## src/rtl/dp_ser_pkg.sv

```systemverilog
package dp_ser_pkg;

  localparam int NPOS      = 9;
  localparam int FIELD_LEN = 3;
  localparam int FRAME_LEN = 3 + 2 * NPOS;
  localparam int CODE_W    = 4;

  typedef enum logic [3:0] {
    P_CTR = 4'd0,
    P_UL  = 4'd1,
    P_UP  = 4'd2,
    P_UR  = 4'd3,
    P_LF  = 4'd4,
    P_RT  = 4'd5,
    P_LL  = 4'd6,
    P_DN  = 4'd7,
    P_LR  = 4'd8
  } pos_e;

  localparam logic [CODE_W-1:0] DIR_UP = 4'b1000;
  localparam logic [CODE_W-1:0] DIR_DN = 4'b0100;
  localparam logic [CODE_W-1:0] DIR_LF = 4'b0010;
  localparam logic [CODE_W-1:0] DIR_RT = 4'b0001;

  // Direction bitmask for a neighbourhood position.
  function automatic logic [CODE_W-1:0] dir_code(input logic [3:0] pos);
    logic [CODE_W-1:0] c;
    c = '0;
    case (pos)
      P_UL:    c = DIR_UP | DIR_LF;
      P_UP:    c = DIR_UP;
      P_UR:    c = DIR_UP | DIR_RT;
      P_LF:    c = DIR_LF;
      P_RT:    c = DIR_RT;
      P_LL:    c = DIR_DN | DIR_LF;
      P_DN:    c = DIR_DN;
      P_LR:    c = DIR_DN | DIR_RT;
      default: c = '0;
    endcase
    return c;
  endfunction

  // Index of the final byte for a mode.
  function automatic int unsigned last_index(input logic frame);
    return frame ? FRAME_LEN - 1 : FIELD_LEN - 1;
  endfunction

endpackage

```

## src/rtl/dp_min_finder.sv

```systemverilog
module dp_min_finder #(
  parameter int VAL_W = 16,
  parameter int NPOS  = 9,
  parameter int IDX_W = 4
) (
  input  logic [NPOS*VAL_W-1:0] vals,
  output logic [VAL_W-1:0]      min_val,
  output logic [IDX_W-1:0]      min_idx
);

  // Linear chain: a later position replaces the running best only when
  // strictly smaller, so ties resolve to the lowest position number.
  logic [VAL_W-1:0] best_v [NPOS];
  logic [IDX_W-1:0] best_i [NPOS];

  assign best_v[0] = vals[VAL_W-1:0];
  assign best_i[0] = '0;

  for (genvar k = 1; k < NPOS; k++) begin : g_stage
    logic [VAL_W-1:0] cand;
    logic             take;
    assign cand      = vals[k*VAL_W +: VAL_W];
    assign take      = cand < best_v[k-1];
    assign best_v[k] = take ? cand : best_v[k-1];
    assign best_i[k] = take ? IDX_W'(k) : best_i[k-1];
  end

  assign min_val = best_v[NPOS-1];
  assign min_idx = best_i[NPOS-1];

endmodule

```

## src/rtl/dp_byte_sel.sv

```systemverilog
module dp_byte_sel #(
  parameter int VAL_W  = 16,
  parameter int BYTE_W = 8,
  parameter int NPOS   = 9,
  parameter int SEQ_W  = 5
) (
  input  logic [NPOS*VAL_W-1:0] vals,
  input  logic [VAL_W-1:0]      min_val,
  input  logic [3:0]            code,
  input  logic [SEQ_W-1:0]      idx,
  output logic [BYTE_W-1:0]     byte_o
);

  localparam int HDR = 3;

  function automatic logic [BYTE_W-1:0] hi_part(input logic [VAL_W-1:0] v);
    return v[VAL_W-1 -: BYTE_W];
  endfunction

  function automatic logic [BYTE_W-1:0] lo_part(input logic [VAL_W-1:0] v);
    return v[BYTE_W-1:0];
  endfunction

  logic [SEQ_W-1:0] rel;
  logic [SEQ_W-1:0] pos;
  logic [VAL_W-1:0] sel_v;

  always_comb begin
    rel   = idx - SEQ_W'(HDR);
    pos   = rel >> 1;
    sel_v = '0;
    if (int'(pos) < NPOS) sel_v = vals[int'(pos)*VAL_W +: VAL_W];
    case (idx)
      SEQ_W'(0): byte_o = hi_part(min_val);
      SEQ_W'(1): byte_o = lo_part(min_val);
      SEQ_W'(2): byte_o = {{(BYTE_W-4){1'b0}}, code};
      default:   byte_o = rel[0] ? lo_part(sel_v) : hi_part(sel_v);
    endcase
  end

endmodule

```

## src/rtl/dp_ser_ctrl.sv

```systemverilog
module dp_ser_ctrl
  import dp_ser_pkg::*;
#(
  parameter int SEQ_W = 5
) (
  input  logic             clk,
  input  logic             rst_n,
  input  logic             start,
  input  logic             mode_q,
  input  logic             out_ready,
  output logic             load,
  output logic             busy,
  output logic             out_valid,
  output logic             out_last,
  output logic [SEQ_W-1:0] idx,
  output logic             hs,
  output logic             final_hs,
  output logic             done
);

  typedef enum logic {S_IDLE, S_SEND} st_e;
  st_e st;

  logic [SEQ_W-1:0] last_idx;

  assign last_idx  = SEQ_W'(last_index(mode_q));
  assign busy      = (st == S_SEND);
  assign out_valid = busy;
  assign out_last  = busy && (idx == last_idx);
  assign load      = start && !busy;
  assign hs        = out_valid && out_ready;
  assign final_hs  = hs && out_last;

  always_ff @(posedge clk or negedge rst_n) begin
    if (!rst_n) begin
      st   <= S_IDLE;
      idx  <= '0;
      done <= 1'b0;
    end else begin
      done <= final_hs;
      if (load) begin
        st  <= S_SEND;
        idx <= '0;
      end else if (final_hs) begin
        st  <= S_IDLE;
        idx <= '0;
      end else if (hs) begin
        idx <= idx + 1'b1;
      end
    end
  end

  a_r1_load_presents: assert property (@(posedge clk) disable iff (!rst_n)
    load |=> out_valid && idx == '0);
  a_r7_stall_holds: assert property (@(posedge clk) disable iff (!rst_n)
    out_valid && !out_ready |=> out_valid && $stable(idx));
  a_r8_last_with_valid: assert property (@(posedge clk) disable iff (!rst_n)
    out_last |-> out_valid);
  a_r9_done_follows: assert property (@(posedge clk) disable iff (!rst_n)
    final_hs |=> done && !out_valid);
  a_r9_done_single: assert property (@(posedge clk) disable iff (!rst_n)
    done |=> !done);
  a_r9_done_cause: assert property (@(posedge clk) disable iff (!rst_n)
    $rose(done) |-> $past(final_hs));

endmodule

```

## src/rtl/dp_result_serializer.sv

```systemverilog
module dp_result_serializer
  import dp_ser_pkg::*;
#(
  parameter int BYTE_W = 8
) (
  input  logic                      clk,
  input  logic                      rst_n,
  input  logic                      start,
  input  logic                      frame_mode,
  input  logic [NPOS*2*BYTE_W-1:0]  eval_vals,
  input  logic                      out_ready,
  output logic [BYTE_W-1:0]         out_data,
  output logic                      out_valid,
  output logic                      out_last,
  output logic                      done,
  output logic                      busy
);

  localparam int VAL_W = 2 * BYTE_W;
  localparam int IDX_W = $clog2(NPOS);
  localparam int SEQ_W = $clog2(FRAME_LEN);

  logic [NPOS*VAL_W-1:0] vals_q;
  logic                  mode_q;
  logic                  load;
  logic                  hs;
  logic                  final_hs;
  logic [SEQ_W-1:0]      idx;
  logic [VAL_W-1:0]      min_val;
  logic [IDX_W-1:0]      min_idx;
  logic [3:0]            code;

  always_ff @(posedge clk or negedge rst_n) begin
    if (!rst_n) begin
      vals_q <= '0;
      mode_q <= 1'b0;
    end else if (load) begin
      vals_q <= eval_vals;
      mode_q <= frame_mode;
    end
  end

  dp_ser_ctrl #(.SEQ_W(SEQ_W)) u_ctrl (
    .clk       (clk),
    .rst_n     (rst_n),
    .start     (start),
    .mode_q    (mode_q),
    .out_ready (out_ready),
    .load      (load),
    .busy      (busy),
    .out_valid (out_valid),
    .out_last  (out_last),
    .idx       (idx),
    .hs        (hs),
    .final_hs  (final_hs),
    .done      (done)
  );

  dp_min_finder #(.VAL_W(VAL_W), .NPOS(NPOS), .IDX_W(IDX_W)) u_min (
    .vals    (vals_q),
    .min_val (min_val),
    .min_idx (min_idx)
  );

  assign code = dir_code(4'(min_idx));

  dp_byte_sel #(.VAL_W(VAL_W), .BYTE_W(BYTE_W), .NPOS(NPOS), .SEQ_W(SEQ_W)) u_sel (
    .vals    (vals_q),
    .min_val (min_val),
    .code    (code),
    .idx     (idx),
    .byte_o  (out_data)
  );

  // Operands are frozen for the whole sequence.
  a_r10_frozen: assert property (@(posedge clk) disable iff (!rst_n)
    busy |=> $stable(vals_q) && $stable(mode_q));
  a_r7_data_holds: assert property (@(posedge clk) disable iff (!rst_n)
    out_valid && !out_ready |=> $stable(out_data) && $stable(out_last));
  a_r5_code_upper_zero: assert property (@(posedge clk) disable iff (!rst_n)
    out_valid && idx == SEQ_W'(2) |-> out_data[BYTE_W-1:4] == '0);
  a_r2_field_length: assert property (@(posedge clk) disable iff (!rst_n)
    out_last && !mode_q |-> idx == SEQ_W'(FIELD_LEN - 1));
  a_r3_frame_length: assert property (@(posedge clk) disable iff (!rst_n)
    out_last && mode_q |-> idx == SEQ_W'(FRAME_LEN - 1));

  for (genvar k = 0; k < NPOS; k++) begin : g_min_chk
    a_r6_min_bound: assert property (@(posedge clk) disable iff (!rst_n)
      busy |-> min_val <= vals_q[k*VAL_W +: VAL_W]);
    a_r6_earliest_wins: assert property (@(posedge clk) disable iff (!rst_n)
      busy && (IDX_W'(k) < min_idx) |-> vals_q[k*VAL_W +: VAL_W] > min_val);
  end

endmodule

```

## config.mk

```make
export PLATFORM = sky130hd
export DESIGN_NAME = dp_result_serializer
export DESIGN_NICKNAME = d
export VERILOG_FILES = /design/src/rtl/dp_ser_pkg.sv /design/src/rtl/dp_min_finder.sv /design/src/rtl/dp_byte_sel.sv /design/src/rtl/dp_ser_ctrl.sv /design/src/rtl/dp_result_serializer.sv
export SDC_FILE = /design/constraint.sdc
export NUM_CORES = 1
export LEC_CHECK = 0
export ABC_AREA = 1
export BUFFER_PORTS_ARGS = -buffer_cell sky130_fd_sc_hd__buf_4
export CORE_ASPECT_RATIO = 0.75
export CORE_MARGIN = 2
export CORE_UTILIZATION = 30
export CTS_CLUSTER_DIAMETER = 120
export DETAILED_ROUTE_END_ITERATION = 12
export SKIP_CTS_REPAIR_TIMING = 1
export SLEW_MARGIN = 25
export SYNTH_ARGS = -nofsm -noshare
export SYNTH_HDL_FRONTEND = slang
export SYNTH_HIERARCHICAL = 1
export SYNTH_SLANG_ARGS = --single-unit
```

## constraint.sdc

```tcl
create_clock -name clk -period 18.65 [get_ports clk]
set_input_delay 0 -clock clk [delete_from_list [all_inputs] [get_ports clk]]
set_output_delay 0 -clock clk [all_outputs]
set_load 0.005 [all_outputs]
```

==> impl_metrics.py, run 1 <==
metrics = {
    "grt": {
        "overflow": 0,
        "grt_use_met3_pct": 3.51,
        "busiest_layer": "met2",
        "use_met2_pct": 31.3,
        "grt.total_usage_pct": 19.7,
        "grt_first_pass_wirelength_um": 68000,
        "grt_util_met1_pct": 27.5,
        "grt_max_degree": 106,
        "antenna_found_initial": 0,
        "first_global_vias": 12243,
    },
    "job": {
        "maxCapViolations": 0,
    },
    "route": {
        "drc_errors": 0,
        "routedWlPerCell_um": 16.2,
        "vias_per_cell": 4.77,
        "ant_nets": 0,
        "drt_iter0_markers": 1022,
        "drt-total-wl_um": 45400,
        "firstDrtPassIters": 6,
        "vias": 13355,
    },
    "place": {
        "dp_cells": 2616,
        "dpl.hpwl_um": 34200,
        "io_buffers": 160,
        "routabilityCongestion": 0.947,
    },
    "timing": {
        "whs_ns": 0.160,
        "tns_ns": 0,
        "rsz0062_at_grt": "false",
        "finalCritPeriodShare_pct": 87.9,
        "maxSlewHeadroom_pct": 32.8,
        "setup_viol": 0,
        "period_needed_ns": 16.39,
        "max_slew.worst_pin.slew_ns": 1.00,
        "slew_viol_final": 0,
        "max_freq_ghz": 0.0610,
        "finalClockSkew_ns": 0.00797,
        "hold_viol": 0,
    },
    "clock_tree": {
        "h-tree-depth": 4,
        "numCtsBuffers": 17,
        "clk_pin_slew_ns": 0.07,
        "cts_buffer_depth": 2,
        "ctsRootBufferMaster": "clkbuf_16",
        "cts_tree": "yes",
        "clock-sinks": 152,
        "clk_latency_ns": 0.45,
    },
    "setup_path": {
        "critPathLaunchType": "flop",
        "crit_buf_inv": 6,
        "path_max_fanout": 33,
        "reg2regPathDepth": 5,
        "critPathTopFamily": "compound AO/OA/AOI/OAI gates",
        "worstSetupPathType": "flop to primary output",
        "cp.depth": 69,
        "cp_slowest_stage_delay_ns": 0.71,
        "path_common_cell": "a21oi_1",
        "cp.arrival_ns": 16.39,
        "worstSetupEndpointType": "primary output",
        "crit_slowest_cell": "a2111oi_1",
        "crit_required_ns": 18.65,
    },
    "final_layout": {
        "final_cell_mix": "nand2_1, inv_1, o21ai_0, buf_4, dfrtp_1",
        "final_nets": 2479,
        "nFillCells": 4484,
        "drive_above_1_share_pct": 11.8,
        "finish.utilization_pct": 38.9,
        "fin_cells": 2798,
        "layout.cells.most_common": "nand2_1",
        "diodes": 0,
        "areaGrowthSynthToFinish_pct": 27.9,
    },
    "synth": {
        "synthArstFlopShare_pct": 100,
        "yosys.area_share.simple_pct": 32.0,
        "yosys.area.top_type": "dfrtp_1",
        "synth-main-ff-cell": "dfrtp_1",
        "synthCells": 1966,
        "yosysWarnings": 6,
        "synth.distinct_cells": 37,
        "ys_ff_latch": 152,
        "synth-compound-area-share_pct": 13.9,
        "synth_area_mm2": 0.0128,
        "muxShareOfSynthArea_pct": 0,
        "yosys.area_share.xor_xnor_pct": 0.205,
        "syn_nets": 2229,
        "synth_top_area_share_pct": 29.7,
        "yosysSeqAreaShare_pct": 29.7,
        "synth_edf_count": 0,
        "synth_top_family_by_area": "simple AND/OR/NAND/NOR gates",
        "yosys-top-cells-area": "dfrtp_1, nand2_1, ha_1",
        "synthAdderAreaFrac_pct": 11.1,
        "avgSynthCellArea_um2": 6.51,
    },
    "run_status": {
        "status": "finished, final reports clean",
    },
    "floorplan": {
        "start_util_pct": 30.4,
        "dieArea_mm2": 0.0443,
        "die_x_um": 243,
        "core_mm2": 0.0420,
        "rows": 65,
        "io-pin-count": 161,
        "die_h_um": 183,
    },
    "min_path": {
        "hp-class": "primary input to async pin",
    },
}
## path summary, 6_finish.rpt
path | start | end | slack, ns
min in group clk | eval_vals[20] | vals_q[20] | 0.30
hold reg to reg | vals_q[9] | vals_q[9] | 0.54
max in group asynchronous | rst_n | vals_q[8] | 17.29
setup / recovery | vals_q[15] | out_data[0] | 2.26
setup reg to reg | u_ctrl/busy | vals_q[106] | 16.26
hold / removal | rst_n | vals_q[84] | 0.16
## Yosys cell counts (3+ instances only)
| cell | n |
|---|---|
| inv_2 | 12 |
| a21oi_1 | 46 |
| inv_1 | 285 |
| nand2_4 | 9 |
| xor2_1 | 3 |
| nor2_2 | 5 |
| nor3_1 | 6 |
| nand2_2 | 26 |
| o21ai_1 | 41 |
| buf_6 | 19 |
| nand3b_1 | 5 |
| nand3_1 | 124 |
| a22o_1 | 4 |
| buf_2 | 31 |
| nand3_2 | 3 |
| clkbuf_1 | 25 |
| nand4_1 | 15 |
| o21ai_0 | 214 |
| dfrtp_1 | 152 |
| o21bai_1 | 5 |
| o221a_2 | 3 |
| nor2_1 | 86 |
| ha_1 | 114 |
| nor4_1 | 3 |
| nand2_1 | 695 |
| a211oi_1 | 12 |
| buf_4 | 10 |
## metal layers
layer | routed length (um) | part of all wire [%]
met2 | 20500 | 45
met3 | 2420 | 5.3
met1 | 21900 | 48
met4 | 605 | 1.3
met5 | 0 | 0
## state kept, by name, indices dropped and copies added (netlist names)
name,flops
u_ctrl/busy,1
u_ctrl/idx,5
mode_q,1
u_ctrl/done,1
vals_q,144
## stage by stage
stage                     cell area, um^2  worst slack (ns)
after global placement              14200              2.91
final                               16400              2.26
after CTS                           14900              1.91
after floorplan                     12800              4.99
after global routing                16400             0.817
after detailed placement            14200              2.46
## cell families after synthesis
kind of cell,Yosys count
AO/OA/AOI/OAI,333
XOR/XNOR,3
buffers and inverters,384
flip-flops,152
adder cells (fa/ha/maj),114
AND/OR/NAND/NOR,980
## cell type report
class	instances	area (um^2)	area share, %
multi-input combinational	1430	7350	44.9
sequential	152	3800	23.2
timing repair buffer	316	2760	16.9
inverter	299	1130	6.90
tap	569	712	4.35
clock buffer	19	453	2.77
clock inverter	13	168	1.02
Power of run 1 is not shown: default switching activity piles up to over one toggle a cycle in this logic, so the estimate is an artifact.
==> run 2, diff against run 1 <==
--- a/config.mk
+++ b/config.mk
@@ -9,7 +9,7 @@
 export BUFFER_PORTS_ARGS = -buffer_cell sky130_fd_sc_hd__buf_4
 export CORE_ASPECT_RATIO = 0.75
 export CORE_MARGIN = 2
-export CORE_UTILIZATION = 30
+export CORE_UTILIZATION = 40
 export CTS_CLUSTER_DIAMETER = 120
 export DETAILED_ROUTE_END_ITERATION = 12
 export SKIP_CTS_REPAIR_TIMING = 1
==> constraint.sdc (replaced) <==
create_clock -name clk -period 19.2 [get_ports clk]
set_input_delay 0 -clock clk [delete_from_list [all_inputs] [get_ports clk]]
set_output_delay 0 -clock clk [all_outputs]
set_load 0.005 [all_outputs]
==> impl_metrics.py, run 2 (synthesis results as in run 1) <==
metrics = {
    "timing": {
        "tns_ns": 0,
        "slew_viol_final": 0,
        "rsz0062_at_grt": "false",
        "hold_viol": 0,
        "finalCritPeriodShare_pct": 85.4,
        "setup_viol": 0,
        "maxSlewHeadroom_pct": 36.1,
        "max_freq_ghz": 0.0610,
        "fin_ws_ns": 2.80,
        "period_needed_ns": 16.40,
        "max_slew.worst_pin.slew_ns": 0.955,
        "finalClockSkew_ns": 0.00690,
    },
    "floorplan": {
        "start_util_pct": 40.8,
        "core_mm2": 0.0314,
        "rows": 56,
        "io-pin-count": 161,
        "die_h_um": 159,
        "dieArea_mm2": 0.0335,
        "die_x_um": 211,
    },
    "clock_tree": {
        "numCtsBuffers": 17,
        "h-tree-depth": 4,
        "cts_tree": "yes",
        "ctsRootBufferMaster": "clkbuf_16",
        "clk_pin_slew_ns": 0.06,
        "clock-sinks": 152,
        "cts_buffer_depth": 2,
        "clk_latency_ns": 0.45,
    },
    "final_layout": {
        "drive_above_1_share_pct": 11.6,
        "largestRegisters": "vals_q (144), u_ctrl/idx (5)",
        "areaGrowthSynthToFinish_pct": 25.7,
        "nFillCells": 3269,
        "multi_input_area_mm2": 0.00735,
        "regMostFlops": "vals_q",
        "seq_area_mm2": 0.00380,
        "fin_cells": 2631,
        "final_nets": 2477,
        "diodes": 0,
        "final_cell_mix": "nand2_1, inv_1, o21ai_0, buf_4, dfrtp_1",
        "largest_reg_flops": 144,
        "layout.cells.most_common": "nand2_1",
    },
    "setup_path": {
        "critPathLaunchType": "flop",
        "crit_buf_inv": 5,
        "reg2regPathDepth": 6,
        "worstSetupPathType": "flop to primary output",
        "cp.depth": 70,
        "worstSetupEndpointType": "primary output",
        "rr_endpoint": "vals_q[99]",
        "path_common_cell": "a21oi_1",
        "path_max_fanout": 33,
        "crit_required_ns": 19.20,
        "cp.arrival_ns": 16.40,
        "rrSetupSlack_ns": 16.86,
        "crit_slowest_cell": "a2111oi_1",
        "critPathTopFamily": "compound AO/OA/AOI/OAI gates",
        "reg2reg_from": "u_ctrl/busy",
        "cp_slowest_stage_delay_ns": 0.76,
    },
    "grt": {
        "first_global_vias": 11840,
        "antenna_found_initial": 0,
        "grt_first_pass_wirelength_um": 64800,
        "overflow": 0,
        "grt_max_degree": 113,
        "grt.total_usage_pct": 24.8,
    },
    "min_path": {
        "hp-class": "primary input to async pin",
    },
    "job": {
        "maxCapViolations": 0,
    },
    "route": {
        "ant_nets": 0,
        "drt_iter0_markers": 959,
        "vias": 13123,
        "drt-total-wl_um": 43200,
        "vias_per_cell": 4.99,
        "firstDrtPassIters": 5,
        "drc_errors": 0,
        "routedWlPerCell_um": 16.4,
    },
    "place": {
        "dp_cells": 2453,
        "pre_cts_slack_ns": 2.92,
        "io_buffers": 160,
        "dpl.hpwl_um": 32100,
        "routabilityCongestion": 0.961,
    },
    "run_status": {
        "status": "finished, final reports clean",
    },
}
## run 2: cell count changes in the layout (fill, tap and decap cells not counted)
cell,previous run,this run
clkinvlp_4,4,0
dlygate4sd3_1,149,148
bufinv_16,3,2
clkinv_4,0,2
clkinv_2,2,4
inv_8,1,0
buf_12,1,0
clkbuf_1,0,2
clkbuf_8,2,3
inv_6,4,1
## run 2: layout make-up
class,count,share of cell area (%)
Clock inverter,8,0.606
Clock buffer,22,2.95
Inverter,299,7.02
Multi-Input combinational cell,1430,45.7
Timing Repair Buffer,314,17.0
Sequential cell,152,23.6
Tap cell,406,3.16
## run 2: worst max path at each step
stage / start / endpoint / slack, ns
floorplan: vals_q[9] / out_data[0] / 5.54
global placement: vals_q[11] / out_data[1] / 3.26
detailed placement: vals_q[15] / out_data[0] / 2.92
CTS: vals_q[15] / out_data[0] / 2.43
global route: vals_q[5] / out_data[1] / 1.00
finish: vals_q[11] / out_data[1] / 2.80
## run 2: metrics by stage
step / util, % / hold slack (ns) / cell area [um^2]
2_1_floorplan: - / -0.296 / 12800
3_3_place_gp: 44.7 / 0.139 / 14000
3_5_place_dp: 44.7 / 0.140 / 14000
4_1_cts: 46.5 / -0.346 / 14600
5_1_grt: 51.3 / 0.286 / 16100
6_report: 51.3 / 0.188 / 16100
## run 2: metal layers
layer	GRT usage, %	vias up	wire length, um
met5	0	-	0
met4	5.12	0	495
met3	4.23	33	2010
met2	38.5	324	19600
met1	36.3	6058	21100
li1	-	6708	-
Power of run 2 is left out for the same reason.
